File: src/rtl/cfgdma_pkg.sv
package cfgdma_pkg;

  localparam logic [63:0] DB_SIGNATURE = 64'h5145_4D55_2043_4647;

  localparam int ADDR_W     = 64;
  localparam int LEN_W      = 32;
  localparam int KEY_W      = 16;
  localparam int DESC_BYTES = 16;
  localparam int STAT_BYTES = 4;
  localparam int DESC_W     = 8 * DESC_BYTES;

  // control word bit positions
  localparam int CTL_ERR  = 0;
  localparam int CTL_COPY = 1;
  localparam int CTL_SKIP = 2;
  localparam int CTL_SEL  = 3;

  typedef enum logic [2:0] {
    ST_IDLE,
    ST_FETCH,
    ST_SETUP,
    ST_MOVE,
    ST_STATUS
  } xfer_state_e;

  function automatic logic [LEN_W-1:0] item_len(input logic [KEY_W-1:0] k,
                                                input int unsigned n);
    if (32'(k) < n) return 32'd3 + 32'd5 * 32'(k);
    return '0;
  endfunction

  function automatic logic [7:0] item_byte(input logic [KEY_W-1:0] k,
                                           input logic [LEN_W-1:0] i);
    return 8'(32'h40 + 32'd32 * 32'(k) + i);
  endfunction

endpackage

File: src/rtl/cfgdma_rst_sync.sv
module cfgdma_rst_sync #(
  parameter int STAGES = 2
) (
  input  logic clk,
  input  logic rst_n,
  output logic rst_n_sync
);
  logic [STAGES-1:0] sync_q;

  always_ff @(posedge clk or negedge rst_n) begin
    if (!rst_n) sync_q <= '0;
    else        sync_q <= {sync_q[STAGES-2:0], 1'b1};
  end

  assign rst_n_sync = sync_q[STAGES-1];
endmodule

File: src/rtl/cfgdma_items.sv
module cfgdma_items
  import cfgdma_pkg::*;
#(
  parameter int NUM_ITEMS = 4,
  parameter int NPORTS    = 2
) (
  input  logic [KEY_W-1:0] key   [NPORTS],
  input  logic [LEN_W-1:0] pos   [NPORTS],
  output logic [7:0]       data  [NPORTS],
  output logic             hit   [NPORTS],
  output logic [LEN_W-1:0] avail [NPORTS]
);
  for (genvar gp = 0; gp < NPORTS; gp++) begin : g_port
    logic [LEN_W-1:0] len_k;
    always_comb begin
      len_k     = item_len(key[gp], NUM_ITEMS);
      hit[gp]   = pos[gp] < len_k;
      data[gp]  = hit[gp] ? item_byte(key[gp], pos[gp]) : 8'h00;
      avail[gp] = hit[gp] ? (len_k - pos[gp]) : '0;
    end
  end
endmodule

File: src/rtl/cfgdma_doorbell.sv
module cfgdma_doorbell
  import cfgdma_pkg::*;
(
  input  logic              clk,
  input  logic              rst_n,
  input  logic              reg_wr,
  input  logic              reg_rd,
  input  logic [2:0]        reg_off,
  input  logic [3:0]        reg_size,
  input  logic [63:0]       reg_wdata,
  input  logic              busy,
  output logic [63:0]       reg_rdata,
  output logic              reg_reject,
  output logic              start,
  output logic [ADDR_W-1:0] start_addr
);
  logic [ADDR_W-1:0] addr_q, addr_d;
  logic              addr_en;
  logic              is_hi, is_lo, is_full, accept;

  always_comb begin
    is_hi      = (reg_size == 4'd4) && (reg_off == 3'd0);
    is_lo      = (reg_size == 4'd4) && (reg_off == 3'd4);
    is_full    = (reg_size == 4'd8) && (reg_off == 3'd0);
    accept     = reg_wr && !busy && (is_hi || is_lo || is_full);
    reg_reject = reg_wr && !accept;
    start      = accept && (is_lo || is_full);
    start_addr = is_full ? reg_wdata : (addr_q | {32'h0, reg_wdata[31:0]});
    addr_en    = accept;
    addr_d     = is_hi ? {reg_wdata[31:0], 32'h0} : '0;
  end

  always_ff @(posedge clk or negedge rst_n) begin
    if (!rst_n)       addr_q <= '0;
    else if (addr_en) addr_q <= addr_d;
  end

  // signature bytes, big-endian order, right-justified
  always_comb begin
    reg_rdata = '0;
    if (reg_rd && (int'(reg_off) + int'(reg_size) <= 8)) begin
      for (int b = 0; b < 8; b++) begin
        if (b < int'(reg_size)) begin
          reg_rdata[8*b +: 8] =
            DB_SIGNATURE[8*(7 - (int'(reg_off) + int'(reg_size) - 1 - b)) +: 8];
        end
      end
    end
  end
endmodule

File: src/rtl/cfgdma_xfer.sv
module cfgdma_xfer
  import cfgdma_pkg::*;
(
  input  logic              clk,
  input  logic              rst_n,
  input  logic              start,
  input  logic [ADDR_W-1:0] start_addr,
  output logic              busy,
  output logic              mem_req,
  output logic              mem_we,
  output logic [ADDR_W-1:0] mem_addr,
  output logic [7:0]        mem_wdata,
  input  logic              mem_ack,
  input  logic              mem_err,
  input  logic [7:0]        mem_rdata,
  output logic [KEY_W-1:0]  it_key,
  output logic [LEN_W-1:0]  it_pos,
  input  logic [7:0]        it_byte,
  input  logic [LEN_W-1:0]  it_avail
);
  localparam int IDX_W = $clog2(DESC_BYTES);

  xfer_state_e       state_q, state_d;
  logic [ADDR_W-1:0] ptr_q, ptr_d;
  logic              ptr_en;
  logic [IDX_W-1:0]  idx_q, idx_d;
  logic [DESC_W-1:0] desc_q, desc_d;
  logic              desc_en;
  logic              copy_q, copy_d;
  logic [LEN_W-1:0]  len_q, len_d;
  logic [ADDR_W-1:0] dst_q, dst_d;
  logic              err_q, err_d;
  logic [KEY_W-1:0]  key_q, key_d;
  logic [LEN_W-1:0]  pos_q, pos_d;

  logic [31:0]       ctl;
  logic [LEN_W-1:0]  dlen, step;
  logic [ADDR_W-1:0] dptr;
  logic              unused_ctl;

  assign ctl        = desc_q[DESC_W-1 -: 32];
  assign dlen       = desc_q[DESC_W-33 -: LEN_W];
  assign dptr       = desc_q[ADDR_W-1:0];
  assign unused_ctl = ^{ctl[15:4], ctl[CTL_ERR]};
  assign step       = (len_q < it_avail) ? len_q : it_avail;

  always_comb begin
    state_d   = state_q;
    ptr_d     = ptr_q;
    ptr_en    = 1'b0;
    idx_d     = idx_q;
    desc_d    = desc_q;
    desc_en   = 1'b0;
    copy_d    = copy_q;
    len_d     = len_q;
    dst_d     = dst_q;
    err_d     = err_q;
    key_d     = key_q;
    pos_d     = pos_q;
    mem_req   = 1'b0;
    mem_we    = 1'b0;
    mem_addr  = '0;
    mem_wdata = 8'h00;
    case (state_q)
      ST_IDLE: begin
        if (start) begin
          ptr_d   = start_addr;
          ptr_en  = 1'b1;
          idx_d   = '0;
          err_d   = 1'b0;
          state_d = ST_FETCH;
        end
      end
      ST_FETCH: begin
        mem_req  = 1'b1;
        mem_addr = ptr_q + ADDR_W'(idx_q);
        if (mem_ack) begin
          if (mem_err) begin
            err_d   = 1'b1;
            idx_d   = '0;
            state_d = ST_STATUS;
          end else begin
            desc_d  = {desc_q[DESC_W-9:0], mem_rdata};
            desc_en = 1'b1;
            idx_d   = idx_q + 1'b1;
            if (idx_q == IDX_W'(DESC_BYTES - 1)) state_d = ST_SETUP;
          end
        end
      end
      ST_SETUP: begin
        if (ctl[CTL_SEL]) begin
          key_d = ctl[31:16];
          pos_d = '0;
        end
        copy_d  = ctl[CTL_COPY];
        len_d   = (ctl[CTL_COPY] || ctl[CTL_SKIP]) ? dlen : '0;
        dst_d   = dptr;
        state_d = ST_MOVE;
      end
      ST_MOVE: begin
        if (len_q == '0) begin
          idx_d   = '0;
          state_d = ST_STATUS;
        end else if (copy_q) begin
          mem_req   = 1'b1;
          mem_we    = 1'b1;
          mem_addr  = dst_q;
          mem_wdata = it_byte;
          if (mem_ack) begin
            if (mem_err) begin
              err_d   = 1'b1;
              idx_d   = '0;
              state_d = ST_STATUS;
            end else begin
              dst_d = dst_q + 1'b1;
              len_d = len_q - 1'b1;
              if (it_avail != '0) pos_d = pos_q + 1'b1;
            end
          end
        end else if (it_avail != '0) begin
          pos_d = pos_q + step;
          len_d = len_q - step;
          dst_d = dst_q + ADDR_W'(step);
        end else begin
          dst_d = dst_q + ADDR_W'(len_q);
          len_d = '0;
        end
      end
      ST_STATUS: begin
        mem_req   = 1'b1;
        mem_we    = 1'b1;
        mem_addr  = ptr_q + ADDR_W'(idx_q);
        mem_wdata = (idx_q == IDX_W'(STAT_BYTES - 1)) ? {7'd0, err_q} : 8'h00;
        if (mem_ack) begin
          idx_d = idx_q + 1'b1;
          if (idx_q == IDX_W'(STAT_BYTES - 1)) state_d = ST_IDLE;
        end
      end
      default: state_d = ST_IDLE;
    endcase
  end

  always_ff @(posedge clk or negedge rst_n) begin
    if (!rst_n) begin
      state_q <= ST_IDLE;
      ptr_q   <= '0;
      idx_q   <= '0;
      desc_q  <= '0;
      copy_q  <= 1'b0;
      len_q   <= '0;
      dst_q   <= '0;
      err_q   <= 1'b0;
      key_q   <= '0;
      pos_q   <= '0;
    end else begin
      state_q <= state_d;
      if (ptr_en)  ptr_q  <= ptr_d;
      idx_q   <= idx_d;
      if (desc_en) desc_q <= desc_d;
      copy_q  <= copy_d;
      len_q   <= len_d;
      dst_q   <= dst_d;
      err_q   <= err_d;
      key_q   <= key_d;
      pos_q   <= pos_d;
    end
  end

  assign busy   = (state_q != ST_IDLE);
  assign it_key = key_q;
  assign it_pos = pos_q;

  assert_req_hold_R3: assert property (@(posedge clk) disable iff (!rst_n)
    (mem_req && !mem_ack) |=> (mem_req && $stable(mem_addr) && $stable(mem_we)));

  assert_first_fetch_R3: assert property (@(posedge clk) disable iff (!rst_n)
    $rose(busy) |-> (mem_req && !mem_we));

  assert_pos_idle_R7: assert property (@(posedge clk) disable iff (!rst_n)
    (!busy && !start) |=> $stable(pos_q));

  assert_last_write_R9: assert property (@(posedge clk) disable iff (!rst_n)
    $fell(busy) |-> $past(mem_req && mem_we && mem_ack));
endmodule

File: src/rtl/cfg_dma_engine.sv
module cfg_dma_engine
  import cfgdma_pkg::*;
#(
  parameter int NUM_ITEMS  = 4,
  parameter int RST_STAGES = 2
) (
  input  logic        clk,
  input  logic        rst_n,
  input  logic        reg_wr,
  input  logic        reg_rd,
  input  logic [2:0]  reg_off,
  input  logic [3:0]  reg_size,
  input  logic [63:0] reg_wdata,
  output logic [63:0] reg_rdata,
  output logic        reg_reject,
  output logic        busy,
  output logic        mem_req,
  output logic        mem_we,
  output logic [63:0] mem_addr,
  output logic [7:0]  mem_wdata,
  input  logic        mem_ack,
  input  logic        mem_err,
  input  logic [7:0]  mem_rdata,
  input  logic [15:0] item_key,
  input  logic [31:0] item_off,
  output logic [7:0]  item_data,
  output logic        item_hit
);
  localparam int NPORTS   = 2;
  localparam int P_ENGINE = 0;
  localparam int P_KEYED  = 1;

  logic              rst_q;
  logic              start;
  logic [ADDR_W-1:0] start_addr;
  logic [KEY_W-1:0]  p_key   [NPORTS];
  logic [LEN_W-1:0]  p_pos   [NPORTS];
  logic [7:0]        p_data  [NPORTS];
  logic              p_hit   [NPORTS];
  logic [LEN_W-1:0]  p_avail [NPORTS];
  logic              unused_port;

  cfgdma_rst_sync #(.STAGES(RST_STAGES)) u_rst (
    .clk        (clk),
    .rst_n      (rst_n),
    .rst_n_sync (rst_q)
  );

  cfgdma_doorbell u_db (
    .clk        (clk),
    .rst_n      (rst_q),
    .reg_wr     (reg_wr),
    .reg_rd     (reg_rd),
    .reg_off    (reg_off),
    .reg_size   (reg_size),
    .reg_wdata  (reg_wdata),
    .busy       (busy),
    .reg_rdata  (reg_rdata),
    .reg_reject (reg_reject),
    .start      (start),
    .start_addr (start_addr)
  );

  cfgdma_xfer u_xfer (
    .clk        (clk),
    .rst_n      (rst_q),
    .start      (start),
    .start_addr (start_addr),
    .busy       (busy),
    .mem_req    (mem_req),
    .mem_we     (mem_we),
    .mem_addr   (mem_addr),
    .mem_wdata  (mem_wdata),
    .mem_ack    (mem_ack),
    .mem_err    (mem_err),
    .mem_rdata  (mem_rdata),
    .it_key     (p_key[P_ENGINE]),
    .it_pos     (p_pos[P_ENGINE]),
    .it_byte    (p_data[P_ENGINE]),
    .it_avail   (p_avail[P_ENGINE])
  );

  assign p_key[P_KEYED] = item_key;
  assign p_pos[P_KEYED] = item_off;

  cfgdma_items #(.NUM_ITEMS(NUM_ITEMS), .NPORTS(NPORTS)) u_items (
    .key   (p_key),
    .pos   (p_pos),
    .data  (p_data),
    .hit   (p_hit),
    .avail (p_avail)
  );

  assign item_data   = p_data[P_KEYED];
  assign item_hit    = p_hit[P_KEYED];
  assign unused_port = p_hit[P_ENGINE] ^ (^p_avail[P_KEYED]);

  assert_start_busy_R11: assert property (@(posedge clk) disable iff (!rst_q)
    start |=> busy);

  assert_busy_no_start_R11: assert property (@(posedge clk) disable iff (!rst_q)
    (busy && reg_wr) |-> reg_reject);
endmodule

File: config.mk
export PLATFORM = sky130hd
export DESIGN_NAME = cfg_dma_engine
export DESIGN_NICKNAME = d
export VERILOG_FILES = /design/src/rtl/cfgdma_pkg.sv /design/src/rtl/cfgdma_rst_sync.sv /design/src/rtl/cfgdma_items.sv /design/src/rtl/cfgdma_doorbell.sv /design/src/rtl/cfgdma_xfer.sv /design/src/rtl/cfg_dma_engine.sv
export SDC_FILE = /design/constraint.sdc
export NUM_CORES = 1
export LEC_CHECK = 0
export BUFFER_PORTS_ARGS = -buffer_cell sky130_fd_sc_hd__buf_2
export CAP_MARGIN = 30
export CORE_MARGIN = 1.5
export CORE_UTILIZATION = 50
export CTS_CLUSTER_DIAMETER = 120
export DETAILED_ROUTE_END_ITERATION = 8
export PLACE_DENSITY = 0.69
export SLEW_MARGIN = 20
export SYNTH_ARGS = -nofsm -noshare
export SYNTH_HDL_FRONTEND = slang
export SYNTH_HIERARCHICAL = 1
export SYNTH_SLANG_ARGS = --single-unit
File: constraint.sdc
create_clock -name clk -period 23.6 [get_ports clk]
set_input_delay 3.54 -clock clk [delete_from_list [all_inputs] [get_ports clk]]
set_output_delay 3.54 -clock clk [all_outputs]
set_load 0.005 [all_outputs]
==> results summary <==
The flow ran to the end, and the final reports show no timing, DRC or antenna violations. During synthesis, Yosys emitted a total of 6 warnings. After filler insertion, the fill cell instance count of the layout stands at just under 6000. The number of nets with antenna violations after routing is 0. The cell seen most often among critical-path stages is ha_1. TritonCTS built the clock tree. The placed wire-length estimate after detailed placement is 72800 um. For this run, the top clock speed supported by timing is 85.4 MHz. In this run the vertical extent of the chip is 255 um. The placement row count came out at about 90. The number of gates resized after CTS came out at 0. The clock buffer count from CTS is 44. The DRC violations left is 0. The setup total negative slack is 0 ns. The synthesized netlist occupies a cell area of around 0.032 mm2. The routed wirelength normalized by instance count came out at 20.4 um. The number of setup violations in the final report is 0. The worst setup path is captured at an output pin.

The total congestion overflow is 0. The element type at the critical path start is a primary input. The standard cell area after detailed placement is around 0.033 mm2. Counting both buffers and inverters, the worst setup path holds a total of 4.

For this run, global-route usage on met2 was measured as 48.2%. The fraction of layout instances using a drive strength above 1 is 17.9%. The initial antenna violation count came out at 3. The H-tree depth reported by CTS came out at 2. The core box area came out at 0.0629 mm2. The die covers between 0.06 and 0.07 mm2. Global routing consumed, over all layers together, 29.3% of the routing resources. The flip-flop and latch area is 0.00949 mm2. The worst path uses 49.6% of the clock period. The cell at the root of the clock tree is clkbuf_16.

The pin count of the biggest net entering global routing came out at 79. The smallest clock period supported by the final layout is computed as 11.71 ns. The average instance area after synthesis came out at 8.58 um2. Walking the worst path, the cells encountered are buf_2, ha_1, inv_1, ha_1, xnor2_2, inv_2, ha_1, or3_1, and2_1, a211oi_1, nor4b_1, buf_2. At the end of routability-driven placement, the weighted congestion stood at between 0.9 and 1. The number of buffers on the longest clock path is 3.

The DRC marker count from the first detailed-route iteration is about 2300. The setup path with the least slack is of type in -> out. The final number of max-transition violations is 0. The post-synthesis to final-layout area growth came out at 10.4%. In this run the count of I/O pins placed on the die edge is 282. Setup repair after global routing left no endpoint under its margin. The aggregate routed wire length came out at roughly 96000 um. The final hold violation count is 0.

Across all layers, the routed design uses 28100 vias. The transition time of the tightest slew-check pin is between 1 and 1.5 ns. The number of global-route vias before repair came out at 26600.

Across the routed clock network, the largest skew measured is 0.0548 ns. The global-route wire length before repair is 150000 um. The clock transition at the registers of the reported paths came out at 0.06 ns.

The gate count of the mapped netlist is 3696. The port buffer count is approximately 270. Summing all multi-input logic gate instances after layout gives 0.0207 mm2. The setup fix buffers added after clock tree synthesis is 0.

The met3 track utilization from global routing came out at 4.45%. The count of nets after finishing came out at 4257. The finished cells cover 0.0350 mm2. The slowest stage of the critical path belongs to the cell ha_1. The cell type group with the largest total delay on the critical path is adder cells. On the worst path, the slowest cell contributes a delay of 0.66 ns. The max-capacitance violation count is 0. The initial utilization of the core area, before any placement, comes to 50.5%.

The total clock sinks came out at 379. Leaving out fill and tap cells, the most frequent cells in the layout are nor2_1, dfrtp_1, nand2_1. For the worst-skew pair, the clock arrives at the later sink with an insertion delay of about 0.6 ns. The die extent in x is 255 um.

The vias per cell came out at between 5 and 6. Measured against its own limit, the worst slew margin works out to 32.5%. The maximum fanout along the worst path is 17. The tightest min-delay check is of the reg -> async type.

The first detailed-routing pass took 7 iterations. The required time of the critical path came out at between 20 and 25 ns. The total of hold buffers inserted after clock tree synthesis came out at 0. The library cell used most frequently in the layout, excluding fill and tap cells, is nor2_1. The layer flagged by global routing as most heavily used is met2.

The met1 track demand over resource is 38.4%. The data arrival time of the worst path came out at 8.17 ns.
[layout make-up]
cell class                 count  area share, %
antenna                        1        0.00715
clock buffer                  56           3.42
clock inverter                23          0.968
inverter                     143           1.53
multi-input combinational   2957           59.1
sequential                   379           27.1
tap                          846           3.02
timing repair buffer         307           4.85
[per-layer routing]
| layer | vias to the layer above | part of all wire (%) |
|---|---|---|
| met5 | - | 0.029 |
| met4 | 4 | 4.2 |
| met3 | 200 | 6.2 |
| met2 | 913 | 47 |
| met1 | 13400 | 43 |
| li1 | 13600 | - |
[final timing paths]
check	start	end	slack, ns	cells past startpoint
min reg2reg	u_rst/sync_q[1]$_DFF_PN0_	u_xfer/dst_q[55]$_DFFE_PN0P_	0.19	0
max in group asynchronous	rst_n	u_rst/sync_q[1]$_DFF_PN0_	20.78	1
max reg2reg	u_xfer/it_key[5]$_DFFE_PN0P_	u_xfer/dst_q[34]$_DFFE_PN0P_	12.59	45
max	reg_size[0]	reg_rdata[17]	11.89	12
min in group clk	u_rst/sync_q[0]$_DFF_PN0_	u_rst/sync_q[1]$_DFF_PN0_	0.35	0
min	u_rst/sync_q[1]$_DFF_PN0_	u_xfer/dst_q[55]$_DFFE_PN0P_	0.19	0
[per-stage QoR]
step / setup WS, ns / hold slack, ns / std cells / utilization [%]
final: 11.89 / 0.188 / 4712 / 55.7
after global routing: 11.59 / 0.215 / 4711 / 55.7
after CTS: 11.97 / 0.354 / 4707 / 55.6
after detailed placement: 12.01 / 0.340 / 4628 / 53.1
after global placement: 12.17 / 0.336 / 4627 / 53.1
after floorplan: 12.25 / 0.331 / 3708 / -
[worst register-to-register path: cells and delay by family (launching register included)]
kind | cells | cell delay [ns]
simple gates | 16 | 2.84
fa+ha+maj | 7 | 2.18
buf+inv | 3 | 0.41
xor+xnor | 1 | 0.13
mux | 1 | 0.42
flops | 1 | 0.47
compound gates | 17 | 4.41
[flip-flops by register name (all words and copies together), names as in the netlist, 3 cells and up]
signal and cells:
u_xfer/desc_q 128, u_xfer/it_pos 32, u_xfer/dst_q 64, u_xfer/it_key 16, u_xfer/state_q 3, u_xfer/len_q 32
u_db/addr_q 32, u_xfer/ptr_q 64, u_xfer/idx_q 4
Power is left out: the tool's default activity adds up to more than one toggle a clock period on the data nets, which glitch-free logic cannot reach.
